==> src/rtl/rdl_pkg.sv <==
package rdl_pkg;
  typedef enum logic [1:0] {T_IDLE, T_BUSY, T_RESP} top_st_t;
  typedef enum logic [1:0] {M_IDLE, M_ADDR, M_WAIT} mst_st_t;
endpackage

==> src/rtl/rdl_tags.sv <==
module rdl_tags #(
  parameter int LINES = 4,
  parameter int TAG_W = 28,
  localparam int LI = $clog2(LINES)
) (
  input  logic             clk,
  input  logic             rst_n,
  input  logic [TAG_W-1:0] lk_tag,
  output logic             hit,
  output logic [LI-1:0]    hit_idx,
  output logic [LI-1:0]    victim,
  input  logic             alloc,
  input  logic [TAG_W-1:0] alloc_tag,
  input  logic             set_vld,
  input  logic [LI-1:0]    set_idx,
  input  logic             flush
);
  logic [LINES-1:0] vld;
  logic [TAG_W-1:0] tag_q [LINES];
  logic [LINES-1:0] match;

  for (genvar i = 0; i < LINES; i++) begin : g_cmp
    assign match[i] = vld[i] && (tag_q[i] == lk_tag);
  end

  always_comb begin
    hit_idx = '0;
    for (int i = 0; i < LINES; i++) begin
      if (match[i]) hit_idx = LI'(i);
    end
  end
  assign hit = |match;

  always_ff @(posedge clk) begin
    if (!rst_n) begin
      vld    <= '0;
      victim <= '0;
      for (int i = 0; i < LINES; i++) tag_q[i] <= '0;
    end else begin
      if (alloc) begin
        vld[victim]   <= 1'b0;
        tag_q[victim] <= alloc_tag;
        victim        <= (victim == LI'(LINES - 1)) ? '0 : victim + 1'b1;
      end
      if (set_vld) vld[set_idx] <= 1'b1;
      if (flush) vld <= '0;
    end
  end
endmodule

==> src/rtl/rdl_data.sv <==
module rdl_data #(
  parameter int LINES  = 4,
  parameter int WORDS  = 4,
  parameter int DATA_W = 32,
  localparam int LI = $clog2(LINES),
  localparam int WI = $clog2(WORDS)
) (
  input  logic              clk,
  input  logic              wr_en,
  input  logic [LI-1:0]     wr_line,
  input  logic [WI-1:0]     wr_word,
  input  logic [DATA_W-1:0] wr_data,
  input  logic [LI-1:0]     rd_line,
  input  logic [WI-1:0]     rd_word,
  output logic [DATA_W-1:0] rd_data
);
  logic [DATA_W-1:0] mem [LINES*WORDS];

  always_ff @(posedge clk) begin
    if (wr_en) mem[{wr_line, wr_word}] <= wr_data;
  end

  assign rd_data = mem[{rd_line, rd_word}];
endmodule

==> src/rtl/rdl_master.sv <==
module rdl_master
  import rdl_pkg::*;
#(
  parameter int ADDR_W = 32,
  parameter int DATA_W = 32,
  parameter int WORDS  = 4,
  parameter int TMO    = 5,
  localparam int WI = $clog2(WORDS),
  localparam int CW = $clog2(TMO) + 1
) (
  input  logic              clk,
  input  logic              rst_n,
  input  logic              go,
  input  logic [ADDR_W-1:0] go_addr,
  input  logic              go_burst,
  output logic              up_start,
  output logic [ADDR_W-1:0] up_addr,
  output logic              up_burst,
  input  logic              up_devsel,
  input  logic              up_dvalid,
  input  logic [DATA_W-1:0] up_data,
  output logic              beat,
  output logic [WI-1:0]     beat_idx,
  output logic [DATA_W-1:0] beat_data,
  output logic              done,
  output logic              abort
);
  mst_st_t       st;
  logic [CW-1:0] cnt;
  logic          seen;
  logic          seen_now;
  logic [WI-1:0] last_idx;

  assign seen_now  = seen || up_devsel;
  assign last_idx  = up_burst ? WI'(WORDS - 1) : '0;
  assign beat      = (st == M_WAIT) && seen_now && up_dvalid;
  assign beat_data = up_data;
  assign done      = beat && (beat_idx == last_idx);
  assign abort     = (st == M_WAIT) && !seen_now && (cnt == CW'(TMO - 1));
  assign up_start  = (st == M_ADDR);

  always_ff @(posedge clk) begin
    if (!rst_n) begin
      st       <= M_IDLE;
      cnt      <= '0;
      seen     <= 1'b0;
      beat_idx <= '0;
      up_addr  <= '0;
      up_burst <= 1'b0;
    end else begin
      case (st)
        M_IDLE: if (go) begin
          up_addr  <= go_addr;
          up_burst <= go_burst;
          st       <= M_ADDR;
        end
        M_ADDR: begin
          cnt      <= '0;
          seen     <= 1'b0;
          beat_idx <= '0;
          st       <= M_WAIT;
        end
        M_WAIT: begin
          seen <= seen_now;
          if (beat) beat_idx <= beat_idx + 1'b1;
          if (done || abort) st <= M_IDLE;
          else if (!seen_now) cnt <= cnt + 1'b1;
        end
        default: st <= M_IDLE;
      endcase
    end
  end
endmodule

==> src/rtl/rdline_fetch.sv <==
module rdline_fetch
  import rdl_pkg::*;
#(
  parameter int ADDR_W = 32,
  parameter int DATA_W = 32,
  parameter int LINES  = 4,
  parameter int WORDS  = 4,
  parameter int TMO    = 5
) (
  input  logic              clk,
  input  logic              rst_n,
  input  logic              buf_en,
  input  logic              flush,
  input  logic              req_valid,
  output logic              req_ready,
  input  logic [ADDR_W-1:0] req_addr,
  input  logic              req_bypass,
  output logic              rsp_valid,
  input  logic              rsp_ready,
  output logic [DATA_W-1:0] rsp_data,
  output logic              up_start,
  output logic [ADDR_W-1:0] up_addr,
  output logic              up_burst,
  input  logic              up_devsel,
  input  logic              up_dvalid,
  input  logic [DATA_W-1:0] up_data
);
  localparam int LI    = $clog2(LINES);
  localparam int WI    = $clog2(WORDS);
  localparam int BO    = $clog2(DATA_W / 8);
  localparam int OFF   = WI + BO;
  localparam int TAG_W = ADDR_W - OFF;

  top_st_t           st;
  logic [WI-1:0]     woff_q;
  logic              fill_q;
  logic [LI-1:0]     slot_q;
  logic              stale_q;

  logic              hit;
  logic [LI-1:0]     hit_idx;
  logic [LI-1:0]     victim;
  logic [DATA_W-1:0] rd_data;
  logic              beat, done, abort;
  logic [WI-1:0]     beat_idx;
  logic [DATA_W-1:0] beat_data;

  logic              accept, use_buf, take_hit, go, set_vld;
  logic [WI-1:0]     req_word;
  logic [TAG_W-1:0]  req_tag;
  logic [ADDR_W-1:0] go_addr;

  assign req_ready = (st == T_IDLE);
  assign rsp_valid = (st == T_RESP);
  assign accept    = req_ready && req_valid;
  assign use_buf   = buf_en && !req_bypass;
  assign take_hit  = accept && use_buf && hit;
  assign go        = accept && !take_hit;
  assign req_word  = req_addr[OFF-1:BO];
  assign req_tag   = req_addr[ADDR_W-1:OFF];
  assign go_addr   = use_buf ? {req_tag, {OFF{1'b0}}}
                             : {req_addr[ADDR_W-1:BO], {BO{1'b0}}};
  assign set_vld   = done && fill_q && !stale_q && !flush;

  rdl_tags #(.LINES(LINES), .TAG_W(TAG_W)) u_tags (
    .clk(clk), .rst_n(rst_n), .lk_tag(req_tag), .hit(hit), .hit_idx(hit_idx),
    .victim(victim), .alloc(go && use_buf), .alloc_tag(req_tag),
    .set_vld(set_vld), .set_idx(slot_q), .flush(flush)
  );

  rdl_data #(.LINES(LINES), .WORDS(WORDS), .DATA_W(DATA_W)) u_data (
    .clk(clk), .wr_en(beat && fill_q), .wr_line(slot_q), .wr_word(beat_idx),
    .wr_data(beat_data), .rd_line(hit_idx), .rd_word(req_word), .rd_data(rd_data)
  );

  rdl_master #(.ADDR_W(ADDR_W), .DATA_W(DATA_W), .WORDS(WORDS), .TMO(TMO)) u_mst (
    .clk(clk), .rst_n(rst_n), .go(go), .go_addr(go_addr), .go_burst(use_buf),
    .up_start(up_start), .up_addr(up_addr), .up_burst(up_burst),
    .up_devsel(up_devsel), .up_dvalid(up_dvalid), .up_data(up_data),
    .beat(beat), .beat_idx(beat_idx), .beat_data(beat_data),
    .done(done), .abort(abort)
  );

  always_ff @(posedge clk) begin
    if (!rst_n) begin
      st       <= T_IDLE;
      rsp_data <= '0;
      woff_q   <= '0;
      fill_q   <= 1'b0;
      slot_q   <= '0;
      stale_q  <= 1'b0;
    end else begin
      case (st)
        T_IDLE: begin
          if (take_hit) begin
            rsp_data <= rd_data;
            st       <= T_RESP;
          end else if (go) begin
            woff_q  <= req_word;
            fill_q  <= use_buf;
            slot_q  <= victim;
            stale_q <= 1'b0;
            st      <= T_BUSY;
          end
        end
        T_BUSY: begin
          stale_q <= stale_q || flush;
          if (beat && (!fill_q || beat_idx == woff_q)) rsp_data <= beat_data;
          if (abort) begin
            rsp_data <= '1;
            st       <= T_RESP;
          end else if (done) begin
            st <= T_RESP;
          end
        end
        T_RESP: if (rsp_ready) st <= T_IDLE;
        default: st <= T_IDLE;
      endcase
    end
  end
endmodule

==> config.mk <==
export PLATFORM = sky130hd
export DESIGN_NAME = rdline_fetch
export DESIGN_NICKNAME = d
export VERILOG_FILES = /design/src/rtl/rdl_pkg.sv /design/src/rtl/rdl_tags.sv /design/src/rtl/rdl_data.sv /design/src/rtl/rdl_master.sv /design/src/rtl/rdline_fetch.sv
export SDC_FILE = /design/constraint.sdc
export NUM_CORES = 1
export LEC_CHECK = 0
export BUFFER_PORTS_ARGS = -buffer_cell sky130_fd_sc_hd__buf_2
export CELL_PAD_IN_SITES_DETAIL_PLACEMENT = 1
export CELL_PAD_IN_SITES_GLOBAL_PLACEMENT = 2
export CORE_MARGIN = 1.5
export CORE_UTILIZATION = 30
export CTS_CLUSTER_SIZE = 16
export DETAILED_ROUTE_END_ITERATION = 10
export PLACE_DENSITY = 0.53
export SLEW_MARGIN = 20
export SYNTH_ARGS = -nofsm -noshare
export SYNTH_HDL_FRONTEND = slang
export SYNTH_HIERARCHICAL = 1
export SYNTH_SLANG_ARGS = --single-unit
==> constraint.sdc <==
create_clock -name clk -period 4.88 [get_ports clk]
set_input_delay 0 -clock clk [delete_from_list [all_inputs] [get_ports clk]]
set_output_delay 0 -clock clk [all_outputs]
set_load 0.01 [all_outputs]
==> results of run 1 <==
==> sequential cells by signal, summed over array words and instances, names as in the netlist, 4 cells and up <==
| register | cells |
|---|---|
| rsp_data | 32 |
| u_mst/cnt | 4 |
| u_tags/vld | 4 |
| u_data/mem | 512 |
| u_tags/tag_q | 112 |
| u_mst/up_addr | 32 |
==> cell usage in the layout (no fill, tap or decap), drive strengths merged, types with 11 or more instances in the layout <==
master       instances
nand4               21
nor2b               12
clkbuf             109
xor2                46
buf                193
or3                 34
dlygate4sd3         72
and2                91
nor2                28
xnor2               68
mux4               128
nor4                16
a22oi               64
inv                 17
mux2i               41
a21oi               44
o21ai               11
dfxtp               88
edfxtp             624
and3                28
o211ai              34
nand2              153
clkinv              30
==> report_power, final <==
group / internal [µW] / switching [µW] / leakage [µW]
logic: 367 / 582 / 0.00405
clock network: 3740 / 2500 / 0.00134
registers: 6710 / 55.5 / 0.00647
total: 10800 / 3140 / 0.0119
==> cells by family (layout without fill, tap and decap cells) <==
group                      after synthesis  after routing  share of synthesized area, %
buffers and inverters                  142            432                          2.69
DFF                                    712            712                          70.6
xor gates and xnor gates               114            114                          3.47
muxes                                  169            169                          11.3
adders and majority gates               10             10                         0.431
other                                    1              3                        0.0129
AOI/OAI and AO/OA                      162            162                          3.79
and+or+nand+nor                        418            418                          7.61
==> cell type report <==
| type | instances | area [µm²] |
|---|---|---|
| clock inverter | 44 | 509 |
| antenna | 1 | 2.50 |
| clock buffer | 108 | 2220 |
| sequential | 712 | 20500 |
| multi-input combinational | 875 | 7910 |
| timing repair buffer | 266 | 1880 |
| tap | 1265 | 1580 |
| fill | 9601 | 60800 |
| inverter | 14 | 52.6 |
==> cell usage after synthesis, types with 28 or more instances <==
cell	count	area share (%)
xor2_1	46	1.4
edfxtp_1	624	65
xnor2_1	67	2.0
and3_1	28	0.60
nand2_1	152	2.0
mux4_2	128	9.9
mux2i_1	41	1.4
or3_1	34	0.73
a22oi_1	64	1.7
dfxtp_1	88	6.1
and2_1	91	2.0
a21oi_1	43	0.74
buf_4	43	1.1
o211ai_1	33	0.85
clkbuf_1	46	0.60
nor2_1	28	0.36
==> what timing repair did <==
item                      in CTS  in global routing
hold endpoints to repair     688                  0
resized for setup              0                  0
hold buffers                  72                  0
buffers inserted               0                  0
==> per-stage QoR <==
| step | instances | power, µW | hold WS, ps | cell area, µm² | setup WS, ps |
|---|---|---|---|---|---|
| 3_3_place_gp | 3060 | 7800 | 375 | 31200 | 1270 |
| 4_1_cts | 3284 | 14200 | 10.2 | 34700 | 1220 |
| 5_1_grt | 3285 | 14500 | 74.8 | 34700 | 1050 |
| 2_1_floorplan | 1729 | 7470 | 118 | 29000 | 671 |
| 3_5_place_dp | 3060 | 7820 | 380 | 31200 | 1270 |
| 6_report | 3285 | 14000 | 45.6 | 34700 | 1280 |
==> metal layers <==
metal  share of wire (%)  up-vias  GRT usage (%)
met5               0.016        -              0
met4                 1.7        2           3.80
met2                  48      290           26.8
met3                 3.6       91           2.59
li1                    -     7091              -
met1                  47     8514           23.2
==> worst register-to-register path, delay by kind of cell, from the launching register on <==
family	cells	cell delay (ps)
buffers and inverters	1	350
AOI/OAI and AO/OA	3	860
xor gates and xnor gates	1	160
DFF	1	390
muxes	1	200
and+or+nand+nor	5	1560
==> how the worst max path moves through the flow <==
stage | slack, ps | end | cells past startpoint
final | 1280 | rsp_data[17] | 11
after global routing | 1050 | u_mst/up_addr[11] | 13
after CTS | 1220 | rsp_data[17] | 11
after detailed placement | 1270 | rsp_data[17] | 11
after global placement | 1270 | rsp_data[17] | 11
after floorplan | 670 | u_data/mem[0][0] | 7
==> results.md, run 1 <==
- Final ANT Viol Nets: 0
- Number of core rows: 113
- Fin. Hold Viols: 0
- FFs w/ async S/R, synth: 0%
- DRC Markers: 0
- Final nets: about 2000
- Sequential area share after synthesis: approximately 71%
- Clock skew: 20.9 ps
- Worst path bufs/invs: 1
- Die height: approximately 310 µm
- Endpoint, Worst Hold: u_mst/up_addr[2]
- Largest net degree at the start of global routing: 64
- Post-Syn Instances: approximately 1700
- Die W: 314 µm
- CP max stage cell: and2_2
- Total GRT Usage: between 15 and 20%
- Vias per inst: between 4 and 5
- Wire length per cell: 24.3 µm
- CTS tree: done
- Register-to-register setup slack: roughly 1300 ps
- Hold crit path type: in -> reg
- Unrepaired setup endpoints after global routing: false
- DRT Pass-1 Iters: 5
- Wirelength, routed: roughly 80000 µm
- CP Class: reg -> reg
- YS warnings: 6
- Cts bufs inserted: 81
- Critical Path Source Type: flop
- Critical Path AT: ~4200 ps
- CP Cell Sequence: xnor2_1 > nand4_1 > nor4_1 > nand4_1 > o21ai_1 > and2_2 > buf_4 > a22oi_1 > nand2_1 > o211ai_1 > mux2i_1
- Crit path required time: about 5400 ps
- Antenna violations before repair: 4
- Final max-slew violation count: 0
- Reg2reg path depth: 11
- Share of cells above drive strength 1: about a quarter
- First-pass GRT wire length: roughly 120000 µm
- CP Launch Point: u_tags/tag_q[1][5]
- Post-synthesis register bit count: 712
- Post-synthesis average cell area: 16.8 µm²
- Rel. slew slack: between 30% and 40%
- Top fanout value on the critical path: 20
- Post-Synthesis Cell Area: around 0.029 mm²
- CTS H-tree depth: 3
- Static Leak: approximately 0.012 µW
- Post-synth EDFFs: between 600 and 700
- PwrDens: 403 mW/mm²
- Sink Count: slightly above 700
- Max frequency: 0.278 GHz
- Clk slew on worst S/H paths: ~60 ps
- Vias: roughly 16000
- Post-DP HPWL: about 46000 µm
- GRT overflow: 0
- Worst hold path stage count: 5
- Setup TNS: 0 ps
- Die area: about 0.099 mm²
- Crit path time final: approximately 3600 ps
- Area Overhead vs Synth: 19.4%
- Top Ports: ~140
- CTS Buffer Depth: 3
- Worst r2r src: u_tags/tag_q[1][5]
- Max Cap Viol: 0
- Worst slew pin tran: roughly 960 ps
- Setup Viol. Count Final: 0
- Worst vdd ir: 229 µV
- GPL Wtd Cong: just over 0.7
- Vias in the first global route: around 17000
- Final core utilization: between 30 and 40%
- Status: finished clean
- CP top delay family: simple AND/OR/NAND/NOR gates
- Starting DRT DRC Count: roughly 900
- Hold path start: req_bypass
- End of the worst register-to-register path: rsp_data[17]
- Most frequent CP cell: nand4_1
- CP Capture Type: flop
- Top FF cell, synth: edfxtp_1
- Clk root buf: clkbuf_16
- Fin crit share: approximately 74%
- Worst-Skew Late Latency: about 650 ps
- Initial Util: 30.4%
- Buffers on Ports: about 140
- CORE AREA: approximately 0.095 mm²
- Worst path max stage delay: approximately 800 ps
- Post-synth cell types: 56
Power figures use the tool's default switching activity.
==> run 2: changes to the inputs <==
==> constraint.sdc (replaced) <==
create_clock -name clk -period 3.8 [get_ports clk]
set_input_delay 0 -clock clk [delete_from_list [all_inputs] [get_ports clk]]
set_output_delay 0 -clock clk [all_outputs]
set_load 0.01 [all_outputs]
==> results.md, run 2 (synthesis gave the netlist of run 1 again) <==
- Status: finished clean
- Share of cells above drive strength 1: a little under a quarter
- Cts bufs inserted: slightly above 80
- Sink Count: around 710
- CP Capture Type: flop
- Max frequency: 0.283 GHz
- Static Leak: between 0.01 and 0.015 µW
- Vias in the first global route: 17300
- Wire length per cell: 25.2 µm
- Setup TNS: 0 ps
- Met3 Wirelength: about 3700 µm
- Area Overhead vs Synth: 20.1%
- Post-DP HPWL: ~45000 µm
- Number of core rows: between 100 and 150
- CTS tree: done
- Top Ports: 141
- Biggest regs: u_data/mem: 512 flops, u_tags/tag_q: 112 flops
- Worst slew pin tran: between 800 and 900 ps
- Setup Viol. Count Final: 0
- Total GRT Usage: 17.0%
- CORE AREA: 0.0954 mm²
- CTS H-tree depth: 3
- Final nets: slightly above 2000
- Max Cap Viol: 0
- CP Class: reg -> reg
- Biggest register: u_data/mem
- GPL Wtd Cong: roughly 0.71
- Worst-Skew Late Latency: between 600 and 700 ps
- Seq pwr share: 49.5%
- Wirelength, routed: 83000 µm
- Met2 wire len: between 30000 and 40000 µm
- Combinational cell fraction of total power: ~7%
- Clk slew on worst S/H paths: about 60 ps
- Top fanout value on the critical path: 2
- PostCTS Resize Cnt: 0
- Clk root buf: clkbuf_16
- Starting DRT DRC Count: slightly above 1000
- Most frequent cells in the layout: edfxtp_1 (624), nand2_1 (152), buf_2 (135)
- Buffers on Ports: 138
- Critical Path Source Type: flop
- Switch share: a little under a quarter
- DRC Markers: 0
- PwrDens: ~500 mW/mm²
- Clock skew: around 28 ps
- Top Metal Used: met5
- Clock network power share: 43.4%
- Finished Cell Area: about 0.035 mm²
- Worst vdd ir: between 300 and 400 µV
- DRT met1 WL: 37700 µm
- Die height: ~310 µm
- Net Sw Power: slightly above 4000 µW
- Antenna violations before repair: 6
- Fin crit share: just over 90%
- Vias: roughly 16000
- Final ANT Viol Nets: 0
- Final max-slew violation count: 0
- Die area: a little under 0.1 mm²
- Fin. Hold Viols: 0
- Unrepaired setup endpoints after global routing: false
- First-pass GRT wire length: 121000 µm
- CTS Buffer Depth: 3
- Crit path time final: roughly 3500 ps
- Largest register FFs: slightly above 500
- Largest net degree at the start of global routing: 56
- GRT overflow: 0
- Rel. slew slack: a little over two fifths
- DRT Pass-1 Iters: 5
- Pint: between 10000 and 15000 µW
- Cell Area, Placed: 0.0315 mm²
- Critical Path AT: ~4000 ps
- Vias per inst: between 4 and 5
- Die W: approximately 310 µm
- Crit path required time: 4380 ps
- Commonest non-fill, non-tap cell in the layout: edfxtp_1
- Hold crit path type: in -> reg
- Initial Util: approximately 30%
[run 2: changes by cell type in the layout (fill, tap and decap cells not counted), moves of 4 or more]
| cell | previous run | this run |
|---|---|---|
| clkinv_1 | 12 | 16 |
| nor3_2 | 7 | 3 |
| nor3_4 | 0 | 4 |
| buf_4 | 55 | 36 |
| bufinv_16 | 10 | 2 |
| clkbuf_8 | 6 | 12 |
| buf_12 | 3 | 23 |
[run 2: stage by stage]
| stage | setup WS [ps] | util [%] | hold WS, ps | cells | power (µW) |
|---|---|---|---|---|---|
| floorplan | 462 | - | 118 | 1729 | 9590 |
| global placement | 411 | 33.0 | 370 | 3061 | 10000 |
| finish | 272 | 36.5 | 34.0 | 3290 | 17600 |
| detailed placement | 373 | 33.0 | 378 | 3061 | 10100 |
| global route | 53.9 | 36.5 | 135 | 3287 | 18200 |
| CTS | 234 | 36.5 | 35.2 | 3286 | 17800 |
[run 2: critical path: stages, from the launching register on]
cell	delay, ps
edfxtp_1	380
xnor2_1	190
nand4_1	120
nor4_1	600
nand4_1	280
nand4_1	270
nand3b_1	150
nand2_1	90
dlygate4sd3_1	570
o21ai_0	80
a21boi_0	160
dlygate4sd3_1	560
[run 2: layout make-up]
class | instances | area, µm²
Clock buffer | 115 | 2330
Clock inverter | 36 | 284
Sequential cell | 712 | 20500
Multi-Input combinational cell | 875 | 7930
Fill cell | 9613 | 60600
Inverter | 14 | 52.6
Tap cell | 1265 | 1580
Antenna cell | 4 | 10.0
Timing Repair Buffer | 269 | 2160
[run 2: per-layer routing]
| layer | track usage [%] | up-vias |
|---|---|---|
| met2 | 28.0 | 351 |
| met5 | 0 | - |
| met1 | 23.4 | 8565 |
| met4 | 4.56 | 4 |
| met3 | 2.50 | 110 |
| li1 | - | 7116 |
[run 2: what timing repair did]
| action | 4_1_cts | 5_1_grt |
|---|---|---|
| hold endpoints to repair | 682 | 0 |
| hold buffers | 74 | 0 |
| setup buffers | 0 | 0 |
[run 2: power groups by stage]
stage	combinational, µW	sequential, µW	clock [µW]
5_1_grt	1360	8710	8120
2_1_floorplan	725	8870	0
6_report	1240	8690	7630
3_5_place_dp	1190	8860	0
3_3_place_gp	1180	8850	0
4_1_cts	1270	8700	7870
[run 2: final timing paths]
check,startpoint,end,slack [ps],cells after the start
worst max-delay path,u_tags/tag_q[0][9],stale_q,270,11
worst min-delay path,req_addr[2],woff_q[0],30,3
worst max register to register,u_tags/tag_q[0][9],stale_q,270,11
worst min register to register,u_mst/up_addr[7],u_mst/up_addr[7],460,2
